## src/rtl/amu_pkg.sv

```systemverilog
package amu_pkg;

   localparam logic [15:0] AMU_OPC_MASK  = 16'hFF00;
   localparam logic [15:0] AMU_OPC_MATCH = 16'h0E00;

   localparam logic [2:0] AMU_MODE_IND  = 3'b010;
   localparam logic [2:0] AMU_MODE_POST = 3'b011;
   localparam logic [2:0] AMU_MODE_PRE  = 3'b100;

   typedef enum logic [1:0] {
      AMU_SZ_BYTE = 2'b00,
      AMU_SZ_WORD = 2'b01,
      AMU_SZ_LONG = 2'b10,
      AMU_SZ_BAD  = 2'b11
   } amu_size_e;

   typedef enum logic [1:0] {
      AMU_FLT_NONE,
      AMU_FLT_PRIV,
      AMU_FLT_ILLEGAL,
      AMU_FLT_MODE
   } amu_fault_e;

   typedef enum logic [2:0] {
      AMU_ST_IDLE,
      AMU_ST_EXC,
      AMU_ST_RD_ADDR,
      AMU_ST_RD_DATA,
      AMU_ST_MEM,
      AMU_ST_WB_REG,
      AMU_ST_WB_ADDR,
      AMU_ST_DONE
   } amu_state_e;

   typedef struct packed {
      logic       store;
      logic       xfer_is_areg;
      logic [2:0] xfer_num;
      amu_size_e  size;
      logic [2:0] mode;
      logic [2:0] base_num;
   } amu_op_t;

endpackage

```

## src/rtl/amu_fc_regs.sv

```systemverilog
module amu_fc_regs #(
   parameter int DATA_W = 32,
   parameter int FC_W   = 3
) (
   input  logic              clk,
   input  logic              rst_n,
   input  logic              wr_en,
   input  logic              sel,
   input  logic [DATA_W-1:0] wdata,
   output logic [FC_W-1:0]   rd_fc,
   output logic [FC_W-1:0]   src_fc,
   output logic [FC_W-1:0]   dst_fc
);
   localparam int NUM_REGS = 2;

   logic [NUM_REGS-1:0][FC_W-1:0] fc_q;
   logic unused_wdata_hi;

   assign unused_wdata_hi = ^wdata[DATA_W-1:FC_W];

   always_ff @(posedge clk) begin
      if (!rst_n) begin
         fc_q <= '0;
      end else if (wr_en) begin
         for (int i = 0; i < NUM_REGS; i++) begin
            if (sel == i[0]) fc_q[i] <= wdata[FC_W-1:0];
         end
      end
   end

   assign src_fc = fc_q[0];
   assign dst_fc = fc_q[1];
   assign rd_fc  = fc_q[sel];

   a_r1_src_keeps_low: assert property (@(posedge clk) disable iff (!rst_n)
      (wr_en && !sel) |=> (src_fc == $past(wdata[FC_W-1:0])));
   a_r1_dst_keeps_low: assert property (@(posedge clk) disable iff (!rst_n)
      (wr_en && sel) |=> (dst_fc == $past(wdata[FC_W-1:0])));

endmodule

```

## src/rtl/amu_decode.sv

```systemverilog
module amu_decode
   import amu_pkg::*;
(
   input  logic [15:0] opcode,
   input  logic [15:0] ext_word,
   input  logic        supervisor,
   output amu_op_t     op,
   output amu_fault_e  fault
);
   logic opc_hit;
   logic mode_ok;
   logic unused_ext_lo;

   assign unused_ext_lo = ^ext_word[10:0];
   assign opc_hit = ((opcode & AMU_OPC_MASK) == AMU_OPC_MATCH);

   always_comb begin
      op.store        = ext_word[11];
      op.xfer_is_areg = ext_word[15];
      op.xfer_num     = ext_word[14:12];
      op.size         = amu_size_e'(opcode[7:6]);
      op.mode         = opcode[5:3];
      op.base_num     = opcode[2:0];
   end

   always_comb begin
      unique case (op.mode)
         AMU_MODE_IND, AMU_MODE_POST, AMU_MODE_PRE: mode_ok = 1'b1;
         default:                                   mode_ok = 1'b0;
      endcase
   end

   // Priority: privilege, then encoding, then addressing mode
   always_comb begin
      if (!supervisor)                         fault = AMU_FLT_PRIV;
      else if (!opc_hit || op.size == AMU_SZ_BAD) fault = AMU_FLT_ILLEGAL;
      else if (!mode_ok)                       fault = AMU_FLT_MODE;
      else                                     fault = AMU_FLT_NONE;
   end

endmodule

```

## src/rtl/amu_agen.sv

```systemverilog
module amu_agen
   import amu_pkg::*;
#(
   parameter int ADDR_W          = 32,
   parameter int STACK_REG       = 7,
   parameter int STACK_BYTE_STEP = 2
) (
   input  logic [ADDR_W-1:0] base,
   input  logic [2:0]        mode,
   input  amu_size_e         size,
   input  logic [2:0]        base_num,
   output logic [ADDR_W-1:0] ea,
   output logic [ADDR_W-1:0] an_next
);
   localparam logic [2:0]        SP_NUM   = STACK_REG[2:0];
   localparam logic [ADDR_W-1:0] SP_STEP  = ADDR_W'(STACK_BYTE_STEP);
   localparam logic [ADDR_W-1:0] ONE      = ADDR_W'(1);
   localparam logic [ADDR_W-1:0] TWO      = ADDR_W'(2);
   localparam logic [ADDR_W-1:0] FOUR     = ADDR_W'(4);

   logic [ADDR_W-1:0] byte_step;
   logic [ADDR_W-1:0] step;

   generate
      if (STACK_BYTE_STEP == 1) begin : g_plain_byte
         assign byte_step = ONE;
      end else begin : g_aligned_stack
         assign byte_step = (base_num == SP_NUM) ? SP_STEP : ONE;
      end
   endgenerate

   always_comb begin
      unique case (size)
         AMU_SZ_BYTE: step = byte_step;
         AMU_SZ_WORD: step = TWO;
         default:     step = FOUR;
      endcase
   end

   assign ea      = (mode == AMU_MODE_PRE)  ? (base - step) : base;
   assign an_next = (mode == AMU_MODE_POST) ? (base + step) : ea;

endmodule

```

## src/rtl/amu_load_merge.sv

```systemverilog
module amu_load_merge
   import amu_pkg::*;
#(
   parameter int DATA_W = 32
) (
   input  amu_size_e         size,
   input  logic              to_areg,
   input  logic [DATA_W-1:0] mem_data,
   input  logic [DATA_W-1:0] old_val,
   output logic [DATA_W-1:0] result
);
   logic [DATA_W-1:0] byte_res;
   logic [DATA_W-1:0] word_res;
   logic [DATA_W-1:0] long_res;

   assign byte_res = to_areg ? {{(DATA_W-8){mem_data[7]}}, mem_data[7:0]}
                             : {old_val[DATA_W-1:8], mem_data[7:0]};
   assign word_res = to_areg ? {{(DATA_W-16){mem_data[15]}}, mem_data[15:0]}
                             : {old_val[DATA_W-1:16], mem_data[15:0]};

   generate
      if (DATA_W == 32) begin : g_long_full
         assign long_res = mem_data;
      end else begin : g_long_wide
         assign long_res = to_areg ? {{(DATA_W-32){mem_data[31]}}, mem_data[31:0]}
                                   : {old_val[DATA_W-1:32], mem_data[31:0]};
      end
   endgenerate

   always_comb begin
      unique case (size)
         AMU_SZ_BYTE: result = byte_res;
         AMU_SZ_WORD: result = word_res;
         default:     result = long_res;
      endcase
   end

endmodule

```

## src/rtl/altspace_move_unit.sv

```systemverilog
module altspace_move_unit
   import amu_pkg::*;
#(
   parameter int DATA_W          = 32,
   parameter int ADDR_W          = 32,
   parameter int FC_W            = 3,
   parameter int FC_SPACE_BIT    = 2,
   parameter int STACK_REG       = 7,
   parameter int STACK_BYTE_STEP = 2
) (
   input  logic              clk,
   input  logic              rst_n,
   input  logic              fcr_wr_en,
   input  logic              fcr_sel,
   input  logic [DATA_W-1:0] fcr_wdata,
   output logic [FC_W-1:0]   fcr_rdata,
   input  logic              start,
   input  logic [15:0]       opcode,
   input  logic [15:0]       ext_word,
   input  logic              supervisor,
   output logic              busy,
   output logic              done,
   output logic              exc_priv,
   output logic              exc_illegal,
   output logic              exc_addr_mode,
   output logic [3:0]        rf_rd_addr,
   input  logic [DATA_W-1:0] rf_rd_data,
   output logic              rf_wr_en,
   output logic [3:0]        rf_wr_addr,
   output logic [DATA_W-1:0] rf_wr_data,
   output logic              mem_req,
   output logic              mem_write,
   output logic [1:0]        mem_size,
   output logic [FC_W-1:0]   mem_fc,
   output logic              mem_super,
   output logic [ADDR_W-1:0] mem_addr,
   output logic [DATA_W-1:0] mem_wdata,
   input  logic [DATA_W-1:0] mem_rdata,
   input  logic              mem_ready
);
   localparam int ADDR_PAD = DATA_W - ADDR_W;

   initial begin : p_param_check
      assert (DATA_W >= 32) else $fatal(1, "DATA_W must be at least 32");
      assert (ADDR_W >= 8 && ADDR_W <= DATA_W) else $fatal(1, "ADDR_W out of range");
      assert (FC_SPACE_BIT < FC_W) else $fatal(1, "FC_SPACE_BIT outside code");
      assert (STACK_REG >= 0 && STACK_REG < 8) else $fatal(1, "STACK_REG out of range");
      assert (STACK_BYTE_STEP >= 1) else $fatal(1, "STACK_BYTE_STEP must be positive");
   end

   amu_state_e        state_q;
   amu_op_t           op_q;
   amu_fault_e        fault_q;
   logic [FC_W-1:0]   fc_q;
   logic [ADDR_W-1:0] ea_q;
   logic [ADDR_W-1:0] an_q;
   logic [DATA_W-1:0] data_q;
   logic [DATA_W-1:0] rdata_q;

   amu_op_t           dec_op;
   amu_fault_e        dec_fault;
   logic [FC_W-1:0]   src_fc;
   logic [FC_W-1:0]   dst_fc;
   logic [ADDR_W-1:0] ag_ea;
   logic [ADDR_W-1:0] ag_next;
   logic [DATA_W-1:0] load_res;
   logic              has_addr_wb;

   amu_fc_regs #(.DATA_W(DATA_W), .FC_W(FC_W)) fc_regs_i (
      .clk    (clk),
      .rst_n  (rst_n),
      .wr_en  (fcr_wr_en),
      .sel    (fcr_sel),
      .wdata  (fcr_wdata),
      .rd_fc  (fcr_rdata),
      .src_fc (src_fc),
      .dst_fc (dst_fc)
   );

   amu_decode decode_i (
      .opcode     (opcode),
      .ext_word   (ext_word),
      .supervisor (supervisor),
      .op         (dec_op),
      .fault      (dec_fault)
   );

   amu_agen #(
      .ADDR_W          (ADDR_W),
      .STACK_REG       (STACK_REG),
      .STACK_BYTE_STEP (STACK_BYTE_STEP)
   ) agen_i (
      .base     (rf_rd_data[ADDR_W-1:0]),
      .mode     (op_q.mode),
      .size     (op_q.size),
      .base_num (op_q.base_num),
      .ea       (ag_ea),
      .an_next  (ag_next)
   );

   amu_load_merge #(.DATA_W(DATA_W)) merge_i (
      .size     (op_q.size),
      .to_areg  (op_q.xfer_is_areg),
      .mem_data (rdata_q),
      .old_val  (data_q),
      .result   (load_res)
   );

   assign has_addr_wb = (op_q.mode != AMU_MODE_IND);

   always_ff @(posedge clk) begin
      if (!rst_n) begin
         state_q <= AMU_ST_IDLE;
         op_q    <= '0;
         fault_q <= AMU_FLT_NONE;
         fc_q    <= '0;
         ea_q    <= '0;
         an_q    <= '0;
         data_q  <= '0;
         rdata_q <= '0;
      end else begin
         unique case (state_q)
            AMU_ST_IDLE: begin
               if (start) begin
                  op_q    <= dec_op;
                  fc_q    <= dec_op.store ? dst_fc : src_fc;
                  fault_q <= dec_fault;
                  state_q <= (dec_fault != AMU_FLT_NONE) ? AMU_ST_EXC : AMU_ST_RD_ADDR;
               end
            end
            AMU_ST_EXC: state_q <= AMU_ST_IDLE;
            AMU_ST_RD_ADDR: begin
               ea_q    <= ag_ea;
               an_q    <= ag_next;
               state_q <= AMU_ST_RD_DATA;
            end
            AMU_ST_RD_DATA: begin
               data_q  <= rf_rd_data;
               state_q <= AMU_ST_MEM;
            end
            AMU_ST_MEM: begin
               if (mem_ready) begin
                  rdata_q <= mem_rdata;
                  if (!op_q.store)      state_q <= AMU_ST_WB_REG;
                  else if (has_addr_wb) state_q <= AMU_ST_WB_ADDR;
                  else                  state_q <= AMU_ST_DONE;
               end
            end
            AMU_ST_WB_REG:  state_q <= has_addr_wb ? AMU_ST_WB_ADDR : AMU_ST_DONE;
            AMU_ST_WB_ADDR: state_q <= AMU_ST_DONE;
            default:        state_q <= AMU_ST_IDLE;
         endcase
      end
   end

   // Register-file read index: base register first, then transfer register
   assign rf_rd_addr = (state_q == AMU_ST_RD_ADDR) ? {1'b1, op_q.base_num}
                                                   : {op_q.xfer_is_areg, op_q.xfer_num};

   always_comb begin
      rf_wr_en   = 1'b0;
      rf_wr_addr = {op_q.xfer_is_areg, op_q.xfer_num};
      rf_wr_data = load_res;
      if (state_q == AMU_ST_WB_REG) begin
         rf_wr_en = 1'b1;
      end else if (state_q == AMU_ST_WB_ADDR) begin
         rf_wr_en   = 1'b1;
         rf_wr_addr = {1'b1, op_q.base_num};
         rf_wr_data = {{ADDR_PAD{1'b0}}, an_q};
      end
   end

   assign mem_req   = (state_q == AMU_ST_MEM);
   assign mem_write = op_q.store;
   assign mem_size  = op_q.size;
   assign mem_fc    = fc_q;
   assign mem_super = fc_q[FC_SPACE_BIT];
   assign mem_addr  = ea_q;
   assign mem_wdata = data_q;

   assign busy          = (state_q != AMU_ST_IDLE);
   assign done          = (state_q == AMU_ST_DONE);
   assign exc_priv      = (state_q == AMU_ST_EXC) && (fault_q == AMU_FLT_PRIV);
   assign exc_illegal   = (state_q == AMU_ST_EXC) && (fault_q == AMU_FLT_ILLEGAL);
   assign exc_addr_mode = (state_q == AMU_ST_EXC) && (fault_q == AMU_FLT_MODE);

   a_r2_user_faults: assert property (@(posedge clk) disable iff (!rst_n)
      (!busy && start && !supervisor) |=> (exc_priv && !mem_req && !rf_wr_en));
   a_r10_bad_encoding: assert property (@(posedge clk) disable iff (!rst_n)
      (!busy && start && supervisor &&
       (((opcode & AMU_OPC_MASK) != AMU_OPC_MATCH) || opcode[7:6] == 2'b11))
      |=> (exc_illegal && !mem_req));
   a_r11_bad_mode: assert property (@(posedge clk) disable iff (!rst_n)
      (!busy && start && supervisor && ((opcode & AMU_OPC_MASK) == AMU_OPC_MATCH) &&
       opcode[7:6] != 2'b11 && opcode[5:3] != AMU_MODE_IND &&
       opcode[5:3] != AMU_MODE_POST && opcode[5:3] != AMU_MODE_PRE)
      |=> (exc_addr_mode && !mem_req));
   a_r12_req_hold: assert property (@(posedge clk) disable iff (!rst_n)
      (mem_req && !mem_ready) |=> (mem_req && $stable(mem_addr) && $stable(mem_write) &&
                                   $stable(mem_size) && $stable(mem_fc)));
   a_r12_load_wb_next: assert property (@(posedge clk) disable iff (!rst_n)
      (mem_req && mem_ready && !mem_write) |=> (rf_wr_en && !mem_req));
   a_r12_done_single: assert property (@(posedge clk) disable iff (!rst_n)
      done |=> (!done && !busy));
   a_r12_one_exc: assert property (@(posedge clk) disable iff (!rst_n)
      $onehot0({exc_priv, exc_illegal, exc_addr_mode, done, mem_req}));

endmodule

```

## config.mk

```make
export PLATFORM = sky130hd
export DESIGN_NAME = altspace_move_unit
export DESIGN_NICKNAME = d
export VERILOG_FILES = /design/src/rtl/amu_pkg.sv /design/src/rtl/amu_fc_regs.sv /design/src/rtl/amu_decode.sv /design/src/rtl/amu_agen.sv /design/src/rtl/amu_load_merge.sv /design/src/rtl/altspace_move_unit.sv
export SDC_FILE = /design/constraint.sdc
export NUM_CORES = 1
export LEC_CHECK = 0
export BUFFER_PORTS_ARGS = -buffer_cell sky130_fd_sc_hd__buf_2
export CAP_MARGIN = 20
export CORE_MARGIN = 3
export CORE_UTILIZATION = 57
export CTS_BUF_LIST = sky130_fd_sc_hd__clkbuf_8
export DETAILED_ROUTE_END_ITERATION = 10
export GPL_TIMING_DRIVEN = 1
export PLACE_DENSITY_LB_ADDON = 0.15
export REMOVE_ABC_BUFFERS = 1
export SYNTH_ARGS = -nofsm -noshare
export SYNTH_HDL_FRONTEND = slang
export SYNTH_SLANG_ARGS = --single-unit
```

## constraint.sdc

```tcl
create_clock -name clk -period 6.3 [get_ports clk]
set_input_delay 0.315 -clock clk [delete_from_list [all_inputs] [get_ports clk]]
set_output_delay 0.315 -clock clk [all_outputs]
set_load 0.05 [all_outputs]
```

After elaboration in Yosys (flattened, before gate mapping)
Index checks and enable logic that the tools add are counted.

cells by class
  bitwise logic cells = 1
  mux-type cells = 27
  magnitude comparators = 1
  $add $sub $neg = 2
  equality and inequality tests = 22
  reductions and logical operators = 15

operator list
  cell                  count
  $mux W32              6
  $pmux W32 S2          2
  $add A32 B32 Y32      1
  $sub A32 B32 Y32      1
  $eq A3 B3 Y1 const B  7
  $pmux W3 S6           1
  $eq A3 B2 Y1 const B  5
  $mux W3               5
  $mux W2               6
  $mux W4               3
  $reduce_and A2 Y1     5
  $eq A8 B4 Y1 const B  1
  $eq A2 B2 Y1 const B  3
  $eq A2 B1 Y1 const B  2
  $mux W1               4
  $eq A3 B1 Y1 const B  1
  $logic_and A1 B1 Y1   3
  $logic_not A3 Y1      1
  $ne A3 B2 Y1 const B  1
  $reduce_bool A3 Y1    1
  $reduce_or A3 Y1      1
  $logic_not A2 Y1      1
  $lt A1 B2 Y1 const B  1
  $ne A2 B1 Y1 const B  1
  other kinds (5)       5

storage, ports and cells
  flip-flop bits (word level) = 155
  logic and storage cells = 83

Logic depth before layout (Yosys ltp)
  word-level depth = 10
  depth in mapped cells = 12
  depth with buffers taken out = 10

Modules after synthesis
From an unflattened synthesis, not the netlist that was laid out.

second synthesis, totals
  cells, all modules = 1,136
  area, all modules = 9,155.0 µm²

modules (own cells, without submodules)
  module              seq. area each (µm²)  area an instance (µm²)  instances  cells an instance
  altspace_move_unit  2,982.9               6,266.0                 1          733
  amu_agen            0.0                   1,734.2                 1          257
  amu_load_merge      0.0                   694.4                   1          96
  amu_fc_regs         120.1                 281.5                   1          28
  amu_decode          0.0                   178.9                   1          22

Worst setup path after synthesis
Ideal clock, no wire load.

  path kind = reg-to-reg
  start point = reg op_q (netlist bit mem_size[1])
  end point = reg an_q[28]
  arrival = 2.872 ns
  path slack = 3.296 ns
  clock period less this slack = 3.004 ns
  required time = 6.168 ns
  cell stages (with the launch flop) = 13
  buffers on the path = 2
  path through = dfxtp_1 > clkbuf_1 > clkbuf_1 > a311oi_1 > ha_1 > inv_1 > fa_1 > o21bai_1 > nand4_1 > or4_1 > and3_1 > o21ai_1 > a21oi_1

on the way
  cells in the longest elaborated chain, start to end = 5
  elaborated cells on any way between the ends = 7

RTL lines
  element                                           line                       RTL
  from (decl)                                       altspace_move_unit.sv:52   amu_op_t op_q;
  from (signal assigned)                            altspace_move_unit.sv:125  op_q <= dec_op;
  $eq A2 B1 Y1 or $logic_not A2 Y1 (tied branches)  amu_agen.sv:33             unique case (size)
  $pmux W32 S2 (*)                                  amu_agen.sv:33
  $sub A32 B32 Y32                                  amu_agen.sv:40             assign ea = (mode == AMU_MODE_PRE) ? (base - step) : base;
  $mux W32                                          amu_agen.sv:40
  $mux W32 (*)                                      amu_agen.sv:41             assign an_next = (mode == AMU_MODE_POST) ? (base + step) : ea;
  to (signal assigned)                              altspace_move_unit.sv:134  an_q <= ag_next;
  to (decl)                                         altspace_move_unit.sv:56   logic [ADDR_W-1:0] an_q;

Mark *: on every way between the ends. The rest lies on a longest branch, timed or not.
A chain may end at the register's enable or synchronous reset.

Worst setup path after layout
  start point = reg op_q (netlist bit mem_size[1])
  end point = reg an_q[16]

The elaborated chain is that of the path after synthesis.

==> summary.md <==
| Metric | Value |
|---|---|
| Status | completed |
| Largest family of logic cells by synthesized area | simple AND/OR/NAND/NOR gates |
| DRC viols | 0 |
| CORE AREA | 0.0140 mm² |
| Synth area leaders | dfxtp_1 (38%), nand2_1 (11%), a21oi_1 (9.7%), o21ai_0 (4.7%), clkbuf_1 (3.8%) |
| Count leader, synth | nand2_1 |
| Area grow syn2layout | 18.4% |
| Final Cell Area | 0.00970 mm² |
| Synth Flop Type | dfxtp_1 |
| Avg Inst Size Synth | 7.35 µm² |
| Leak | 3.85 nW |
| CP Capture Type | flip-flop |
| Max cap viols | 0 |
| Number of synthesized flops with an enable pin | 0 |
| Final Hold Fails | 0 |
| Layout cells sized above 1 | 22.7% |
| Horiz. Die Dim | 126 µm |
| First-pass GRT wire length | 40200 µm |
| Vias per Instance | 5.81 |
| Required time of the critical path | 6.62 ns |
| Setup TNS | 0 ns |
| Post-Synth Simple-Gate Area | 26.8% |
| Routed len/inst | 17.0 µm |
| Worst r2r path cells | 10 |
| CTS Buffer Depth | 2 |
| Xor/xnor share of the synthesized area | 4.81% |
| Fillers | 1205 |
| Synth cell types | 65 |
| Maximum fanout along the worst path | 14 |
| Post-Layout Cell Count | 1455 |
| Final Util | 69.3% |
| Nets | 1405 |
| Hold Path Class | in2reg |
| Mux share of post-synthesis cell area | 2.90% |
| Vias in the first global route | 8004 |
| WL final | 24800 µm |
| Inst Count DP | 1423 |
| Htree depth | 4 |
| Pre-CTS setup slack | 2.88 ns |
| TritonCTS clock tree | done |
| Synthesized cell area | 0.00819 mm² |
| CP delay by family, top | simple AND/OR/NAND/NOR gates |
| DP Wirelength | 17000 µm |
| Initial antenna violation count | 0 |
| Warning count from the yosys run | 0 |
| RSZ-0062 raised after global routing | no |
| Hold EP | rdata_q[5] |
| Postcts setup bufs | 0 |
| # diodes | 0 |
| Starting Density | 58.5% |
| Reg-to-Reg Start | mem_size[1] |
| Cell taking the most area after synthesis | dfxtp_1 |
| Power density cells | 227 mW/mm² |
| FP Rows | 43 |
| DRT Pass-1 Iters | 5 |
| CTS Hold Buffers Added | 0 |
| Area fraction in compound gates after synthesis | 20.4% |
| TritonCTS Buffers | 17 |
| Iteration-0 DRC Markers | 603 |
| Peak VDD IR | 0.215 mV |
| ANT nets after route | 0 |
| Largest net degree at the start of global routing | 87 |
| Total power | 2.20 mW |
| Worst Path Buf+Inv | 1 |
| Synth Register Bits | 155 |
| Clock transition at path regs | 0.09 ns |
| Max-slew headroom | 37.2% |
| Worst hold slack | 0.0745 ns |
| Synth Area in Adders | 1.41% |
| Clock Sinks | 155 |
| Worst hold start | mem_rdata[5] |
| # setup viols final | 0 |
| Asr flop ratio synth | 0% |
| Hold Path Stages | 3 |
| Cell count after synthesis | 1114 |
| WS Path Type | reg2reg |
| GPL Wtd Cong | 0.943 |
| # IOs | 256 |
| IO Port Bufs | 215 |
| Stages on worst setup path | 10 |
| Cells along the critical path | a311oi_1 > ha_1 > inv_1 > fa_1 > nand3b_1 > nor4b_1 > nand3_1 > o31ai_1 > xnor2_1 > o21ai_0 |
| Arrival time of the worst setup path | 3.85 ns |
| Worst path max stage delay | 0.77 ns |
| Remaining Overflow, GRT | 0 |
| GR Util All Layers | 30.9% |
| Reg2reg setup slack | 2.77 ns |
| Die area | 0.0158 mm² |
| Worst path slowest cell | nor4b_1 |
| Least-Margin Pin Slew | 0.930 ns |
| F_max | 284 MHz |
| PnR worst setup slack | 2.77 ns |
| Fin crit share | 56.0% |
| Post-synthesis sequential area ratio | 37.9% |
| Die height | 126 µm |
| CTS root buf | clkbuf_8 |
| Placement Cell Area | 0.00919 mm² |
| CP Launch Type | flip-flop |
| Worst Skew | 0.00921 ns |
| Cts repair resizes | 0 |
| Top cells by count, synth | nand2_1 (248), a21oi_1 (159), dfxtp_1 (155) |
| Clock Latency Late Sink | 0.46 ns |
| Vias | 8456 |
| Synth top area share | 37.9% |
| Crit path time final | 3.53 ns |
| R2R Path End | an_q[16] |
| Final Slew Violations | 0 |
==> registers in the layout (all words and copies together) (netlist names) <==
signal,flops
mem_addr,32
mem_fc,3
an_q,32
mem_size,2
state_q,3
op_q,10
fault_q,2
fc_regs_i.dst_fc,3
rdata_q,32
mem_wdata,32
mem_write,1
fc_regs_i.src_fc,3
==> logic make-up after synthesis <==
group,Yosys count
muxes,22
AOI/OAI and AO/OA,298
xor gates and xnor gates,45
adders and majority gates,8
and+or+nand+nor,472
DFF,155
buffers and inverters,114
==> layout make-up <==
cell class	count	area (µm²)	share of cell area, %
sequential	155	3100	32.0
multi-input combinational	845	4630	47.7
clock inverter	13	246	2.54
clock buffer	19	262	2.70
inverter	15	58.8	0.606
tap	180	225	2.32
timing repair buffer	228	1170	12.1
==> power by group <==
part           switching (mW)  internal, mW  total (mW)  leakage [nW]
Sequential             0.0111         0.988        1.00          1.25
Clock                   0.384         0.571       0.954         0.260
Combinational           0.174        0.0755       0.250          2.34
==> layout by cell type, fill, tap and decap left out, drive strengths merged, types with 7 or more instances in the layout <==
master	count
nand4	14
clkbuf	19
xnor2	27
o21ai	80
mux2	14
or3	10
buf	228
or2	7
inv	18
or4	8
nor4	18
a21oi	159
xor2	18
a211oi	21
bufinv	7
and3	11
dfxtp	155
nand3	39
nor2	72
mux2i	8
nor3	13
nand2	248
==> how the worst max path moves through the flow <==
stage / start / endpoint / slack [ns]
2_1_floorplan: state_q[1] / an_q[18] / 1.97
3_3_place_gp: mem_size[1] / an_q[16] / 2.96
3_5_place_dp: mem_size[1] / an_q[16] / 2.88
4_1_cts: mem_size[1] / an_q[16] / 2.83
5_1_grt: mem_size[1] / an_q[16] / 2.59
6_report: mem_size[1] / an_q[16] / 2.77
==> tightest hold or removal path, cell delays in order <==
cell	delay [ns]
buf_2	0.09
nand2_1	0.04
a21oi_1	0.05
==> per-layer routing <==
metal | track usage (%) | routed length, µm
met5 | 0 | 0
met1 | 39.4 | 10400
met4 | 10.7 | 561
met3 | 6.87 | 1830
met2 | 51.8 | 12000
Power figures use the tool's default switching activity.
